[src/rtl/pcseq_pkg.sv]
// Shared command encoding for the program counter sequencer.
// Assumes the decoder drives one of these codes for the whole cycle.
package pcseq_pkg;
    typedef enum logic [2:0] {
        CMD_SEQ  = 3'd0,
        CMD_SKIP = 3'd1,
        CMD_JUMP = 3'd2,
        CMD_CALL = 3'd3,
        CMD_RET  = 3'd4,
        CMD_RETI = 3'd5,
        CMD_PCLW = 3'd6,
        CMD_RSVD = 3'd7
    } pc_cmd_e;
endpackage

[src/rtl/pcseq_phase.sv]
// Instruction-cycle phase counter: runs T1..T(PHASES) and flags both ends.
// Assumes PHASES is a power of two of at least 2; reset restarts at T1.
module pcseq_phase #(
    parameter int PHASES = 4,
    localparam int PW = $clog2(PHASES)
) (
    input  logic          clk,
    input  logic          rst_n,
    output logic [PW-1:0] phase,
    output logic          cyc_start,
    output logic          cyc_end
);
    // Advance the phase every clock, wrapping after the last one.
    always_ff @(posedge clk) begin
        if (!rst_n) phase <= '0;
        else        phase <= phase + PW'(1);
    end

    assign cyc_start = (phase == '0);
    assign cyc_end   = (phase == PW'(PHASES - 1));
endmodule

[src/rtl/pcseq_stack.sv]
// Circular return-address stack; a push onto a full stack overwrites the
// oldest entry. Assumes DEPTH is a power of two and push/pop never coincide.
module pcseq_stack #(
    parameter int DEPTH = 4,
    parameter int AW    = 10,
    localparam int SW = $clog2(DEPTH)
) (
    input  logic          clk,
    input  logic          rst_n,
    input  logic          push,
    input  logic          pop,
    input  logic [AW-1:0] din,
    output logic [AW-1:0] top
);
    logic [AW-1:0] slot [DEPTH];
    logic [SW-1:0] sp;

    assign top = slot[sp - SW'(1)];

    // Move the pointer on push or pop.
    always_ff @(posedge clk) begin
        if (!rst_n)    sp <= '0;
        else if (push) sp <= sp + SW'(1);
        else if (pop)  sp <= sp - SW'(1);
    end

    // One storage register per entry, written when the pointer selects it.
    for (genvar i = 0; i < DEPTH; i++) begin : g_slot
        always_ff @(posedge clk) begin
            if (!rst_n)                      slot[i] <= '0;
            else if (push && sp == SW'(i))   slot[i] <= din;
        end
    end
endmodule

[src/rtl/pcseq_nextpc.sv]
// Next-address selector: picks the following fetch address, the stack action
// and the dummy-cycle flag from the command, the interrupts and the flush state.
// Purely combinational; the caller applies the result only at cycle end.
module pcseq_nextpc
    import pcseq_pkg::*;
#(
    parameter int             AW      = 10,
    parameter int             DW      = 8,
    parameter logic [AW-1:0]  EXT_VEC = AW'(4),
    parameter logic [AW-1:0]  TMR_VEC = AW'(8)
) (
    input  logic [AW-1:0] pc,
    input  pc_cmd_e       cmd,
    input  logic          flush,
    input  logic          ext_irq,
    input  logic          tmr_irq,
    input  logic [AW-1:0] imm,
    input  logic [DW-1:0] pcl_data,
    input  logic [AW-1:0] stack_top,
    output logic [AW-1:0] nxt_pc,
    output logic          push,
    output logic          pop,
    output logic          nxt_flush
);
    pc_cmd_e exec;
    logic    idle_slot;

    assign exec      = flush ? CMD_SEQ : cmd;
    assign idle_slot = (exec == CMD_SEQ) || (exec == CMD_RSVD);

    // Priority select: external interrupt, timer interrupt, then command.
    always_comb begin
        nxt_pc    = pc + AW'(1);
        push      = 1'b0;
        pop       = 1'b0;
        nxt_flush = 1'b0;
        if (idle_slot && ext_irq) begin
            nxt_pc = EXT_VEC; push = 1'b1; nxt_flush = 1'b1;
        end else if (idle_slot && tmr_irq) begin
            nxt_pc = TMR_VEC; push = 1'b1; nxt_flush = 1'b1;
        end else begin
            case (exec)
                CMD_SKIP: nxt_flush = 1'b1;
                CMD_JUMP: begin nxt_pc = imm; nxt_flush = 1'b1; end
                CMD_CALL: begin nxt_pc = imm; push = 1'b1; nxt_flush = 1'b1; end
                CMD_RET,
                CMD_RETI: begin nxt_pc = stack_top; pop = 1'b1; nxt_flush = 1'b1; end
                CMD_PCLW: begin nxt_pc = {pc[AW-1:DW], pcl_data}; nxt_flush = 1'b1; end
                default:  nxt_flush = 1'b0;
            endcase
        end
    end
endmodule

[src/rtl/pc_sequencer.sv]
// Program counter sequencer top: phase timer, next-address select, return
// stack and the program counter itself. The counter and the flush flag move
// only at the edge ending T4. Assumes interrupt requests are pre-arbitrated
// and held until their vector is fetched.
module pc_sequencer
    import pcseq_pkg::*;
#(
    parameter int AW     = 10,
    parameter int DW     = 8,
    parameter int DEPTH  = 4,
    parameter int PHASES = 4,
    localparam int PW = $clog2(PHASES)
) (
    input  logic          clk,
    input  logic          rst_n,
    input  logic          ext_irq,
    input  logic          tmr_irq,
    input  logic [2:0]    cmd,
    input  logic [AW-1:0] imm,
    input  logic [DW-1:0] pcl_data,
    output logic [AW-1:0] fetch_addr,
    output logic          fetch_stb,
    output logic          flush,
    output logic [DW-1:0] pcl_rd,
    output logic          phase_clk
);
    logic [PW-1:0] phase_w;
    logic          cyc_start, cyc_end;
    logic [AW-1:0] pc_q, nxt_pc, stack_top;
    logic          flush_q, nxt_flush, push_w, pop_w;

    pcseq_phase #(.PHASES(PHASES)) u_phase (
        .clk(clk), .rst_n(rst_n), .phase(phase_w),
        .cyc_start(cyc_start), .cyc_end(cyc_end)
    );

    pcseq_nextpc #(.AW(AW), .DW(DW)) u_next (
        .pc(pc_q), .cmd(pc_cmd_e'(cmd)), .flush(flush_q),
        .ext_irq(ext_irq), .tmr_irq(tmr_irq), .imm(imm),
        .pcl_data(pcl_data), .stack_top(stack_top),
        .nxt_pc(nxt_pc), .push(push_w), .pop(pop_w), .nxt_flush(nxt_flush)
    );

    pcseq_stack #(.DEPTH(DEPTH), .AW(AW)) u_stack (
        .clk(clk), .rst_n(rst_n),
        .push(push_w && cyc_end), .pop(pop_w && cyc_end),
        .din(pc_q), .top(stack_top)
    );

    // Commit the next address and dummy-cycle flag at the end of T4.
    always_ff @(posedge clk) begin
        if (!rst_n) begin
            pc_q    <= '0;
            flush_q <= 1'b1;
        end else if (cyc_end) begin
            pc_q    <= nxt_pc;
            flush_q <= nxt_flush;
        end
    end

    assign fetch_addr = pc_q;
    assign flush      = flush_q;
    assign pcl_rd     = pc_q[DW-1:0];
    assign fetch_stb  = cyc_start;
    assign phase_clk  = (phase_w < PW'(PHASES / 2));
endmodule

[config.mk]
export PLATFORM = sky130hd
export DESIGN_NAME = pc_sequencer
export DESIGN_NICKNAME = d
export VERILOG_FILES = /design/src/rtl/pcseq_pkg.sv /design/src/rtl/pcseq_phase.sv /design/src/rtl/pcseq_stack.sv /design/src/rtl/pcseq_nextpc.sv /design/src/rtl/pc_sequencer.sv
export SDC_FILE = /design/constraint.sdc
export NUM_CORES = 1
export LEC_CHECK = 0
export CAP_MARGIN = 20
export CORE_MARGIN = 2
export CORE_UTILIZATION = 40
export DETAILED_ROUTE_END_ITERATION = 6
export GPL_TIMING_DRIVEN = 1
export HOLD_SLACK_MARGIN = 0.05
export PLACE_DENSITY_LB_ADDON = 0.05
export SLEW_MARGIN = 10
export SYNTH_ARGS = -nofsm -noshare
export SYNTH_HDL_FRONTEND = slang
export SYNTH_HIERARCHICAL = 1
export SYNTH_SLANG_ARGS = --single-unit
export TNS_END_PERCENT = 5
[constraint.sdc]
create_clock -name clk -period 3 [get_ports clk]
set_input_delay 0.6 -clock clk [delete_from_list [all_inputs] [get_ports clk]]
set_output_delay 0.6 -clock clk [all_outputs]
set_load 0.02 [all_outputs]
==> flow_summary.json <==
{
  "clk_path_buf_depth": 2,
  "crit_slowest_cell": "clkdlybuf4s50_1",
  "clkLatencyLatePin_ns": 0.32,
  "power.total_mw": 1.46,
  "maxSlewHeadroom": 0.520,
  "core_area_sq_um": 7290,
  "synth-xor-area-share": 0.00870,
  "reg2reg_slack_ns": 0.56,
  "antenna_found_initial": 0,
  "cts_tree": "built",
  "grt_usage": 0.177,
  "start_util": 0.414,
  "diodes": 0,
  "numCtsBuffers": 5,
  "first_pass_iters": 5,
  "io_buffers": 45,
  "dpl.hpwl_mm": 4.93,
  "timing.rr.start": "u_stack/sp[1]",
  "maxCapViolations": 0,
  "netlist_area_sq_um": 3020,
  "critPathCaptureType": "register",
  "timing.final.crit_share": 0.846,
  "grt_start_max_net_pins": 21,
  "tns_ns": 0,
  "ant_nets": 0,
  "postSynthRegisterBits": 55,
  "layout-area-overhead-vs-synth_pct": 21.8,
  "drc": 0,
  "crit_chain": "clkdlybuf4s50_1, or2_1, o21ai_2, o21a_1, a21o_1, and2_2, and3_1, and2_1",
  "yosys_most_used_dff": "edfxtp_1",
  "synth_top_cell_area_share": 0.398,
  "crit_path_max_fanout": 13,
  "nets": 332,
  "synth_mux_area_frac": 0.120,
  "rows": 31,
  "h-tree-depth": 2,
  "worstHoldPathCells": 1,
  "cp-start-kind": "input port",
  "hold_viol": 0,
  "drive_above_1_share": 0.136,
  "cp.arrival_ns": 2.73,
  "synth_compound_area_frac": 0.0891,
  "critPathKind": "input port to register",
  "critical_path_required_ns": 3.19,
  "synth_warnings": 6,
  "die_h_um": 90.9,
  "cts_resized": 0,
  "grt_pass1_vias": 2058,
  "yosys.cell_count.top_type": "and2_1",
  "min_period_ns": 2.54,
  "hold_buffers": 0,
  "hold_class": "register to register",
  "slowest_delay_ns": 0.50,
  "p_leak_nw": 1.30,
  "path_buf_inv": 1,
  "drtIter0Drc": 104,
  "wl_per_cell_um": 17.6,
  "peakVddDrop_uv": 194,
  "cts-root-buf": "clkbuf_8",
  "critPathTopFamily": "simple AND/OR/NAND/NOR gates",
  "r2r_cells": 8,
  "gp_congestion": 0.851,
  "synth_edf_count": 40,
  "async_flop_share": 0,
  "overflow": 0,
  "synthCells": 251,
  "grt_first_pass_wirelength_mm": 11.3,
  "yosysTopAreaCell": "edfxtp_1",
  "clkSinkCount": 55,
  "post_cts_buffers": 0,
  "power_density_nw_per_um2": 397,
  "setup_violations": 0,
  "finClkSkew_ns": 0.0142,
  "vias_per_cell": 5.12,
  "ys_seq_area_frac": 0.497,
  "drt_wl_total_mm": 7.04,
  "synthesis.nets": 283,
  "vias": 2049,
  "synthTopCellsByCount": "and2_1 (42), edfxtp_1 (40), nand2_1 (17)",
  "grt_setup_unrepaired": "false",
  "die-area_sq_um": 8260,
  "synth.area.top_cells": "edfxtp_1 (40%), dfxtp_1 (9.9%), and2_1 (8.7%), mux4_2 (6.0%), mux2i_1 (4.3%)",
  "status": "finished clean",
  "ios": 46,
  "cts.clk_slew.worst_paths_ns": 0.11,
  "yosys.area_share.simple": 0.197,
  "drv_slew": 0,
  "die_w_um": 90.9,
  "r2r-end": "fetch_addr[2]",
  "tightest_slew_ns": 0.717,
  "synth_area_per_cell_sq_um": 12.0,
  "synth_top_family_by_area": "simple AND/OR/NAND/NOR gates",
  "hp-start": "u_phase/phase[0]",
  "synth_fa_ha_area_frac": 0.0290,
  "fmax_ghz": 0.394,
  "min_to": "u_phase/phase[0]",
  "synth_cell_type_count": 45
}
## power breakdown
part / switching, mW / leakage (nW) / total [mW] / internal (mW)
clock: 0.279 / 0.0522 / 0.457 / 0.178
combinational: 0.0711 / 0.714 / 0.155 / 0.0836
sequential: 0.0114 / 0.535 / 0.847 / 0.836
## worst register-to-register path, stage by stage (launching register included)
cell,delay [ns]
dfxtp_1,0.39
inv_1,0.08
ha_1,0.62
mux4_2,0.41
a222oi_1,0.31
mux2i_1,0.13
a22o_1,0.21
mux2i_1,0.13
nor2b_1,0.06
## metal layers
layer / wire [um] / up-vias / global-route usage
met2: 3350 / 43 / 0.294
met1: 3370 / 981 / 0.234
met5: 0 / - / 0
li1: - / 1016 / -
met3: 242 / 9 / 0.0342
met4: 72 / 0 / 0.0568
## placed cells by master, fill, tap and decap left out, drive strengths merged, types with 2 or more instances in the layout
cell,instances
clkdlybuf4s50,45
and2,44
edfxtp,40
buf,18
nand2,18
dfxtp,15
mux2i,13
nor2b,12
mux4,10
a222oi,9
a21oi,9
inv,9
ha,7
o21ai,7
clkbuf,5
and3,5
nor3b,4
nand3,3
o31a,3
nor4,3
o21a,3
xnor2,3
nor3,2
a21o,2
## how the worst max path moves through the flow
stage | from | end | slack (ns) | depth (start not counted)
2_1_floorplan | cmd[0] | u_stack/slot[1][0] | 0.54 | 10
3_3_place_gp | cmd[2] | u_stack/slot[2][7] | 0.19 | 8
3_5_place_dp | cmd[2] | u_stack/slot[2][4] | 0.13 | 8
4_1_cts | cmd[2] | u_stack/slot[2][4] | 0.46 | 8
5_1_grt | u_stack/sp[1] | fetch_addr[3] | 0.33 | 9
6_report | cmd[2] | u_stack/slot[2][4] | 0.46 | 8
## final cells by class
| type | count | area (sq um) |
|---|---|---|
| tap | 99 | 124 |
| multi-input combinational | 168 | 1340 |
| sequential | 55 | 1500 |
| inverter | 7 | 26.3 |
| clock buffer | 5 | 68.8 |
| fill | 687 | 3610 |
| clock inverter | 3 | 31.3 |
| timing repair buffer | 63 | 586 |
## registers in the layout, indices dropped and copies added, names as in the netlist
name,flops
u_stack/sp,2
u_phase/phase,2
fetch_addr,10
u_stack/slot,40
flush,1
## cells by family after synthesis
group	Yosys count
xor+xnor	3
fa+ha+maj	7
compound gates	37
buf+inv	28
simple gates	98
flops	55
mux	23
## through the flow
step | cells | setup slack, ns | cell area (sq um) | util | hold WS, ns
6_report | 400 | 0.462 | 3680 | 0.504 | 0.490
5_1_grt | 400 | 0.326 | 3680 | 0.504 | 0.515
4_1_cts | 400 | 0.462 | 3680 | 0.504 | 0.497
3_5_place_dp | 392 | 0.128 | 3580 | 0.491 | 0.471
3_3_place_gp | 392 | 0.193 | 3580 | 0.491 | 0.463
2_1_floorplan | 251 | 0.536 | 3020 | - | 0.449
Power figures use the tool's default switching activity.
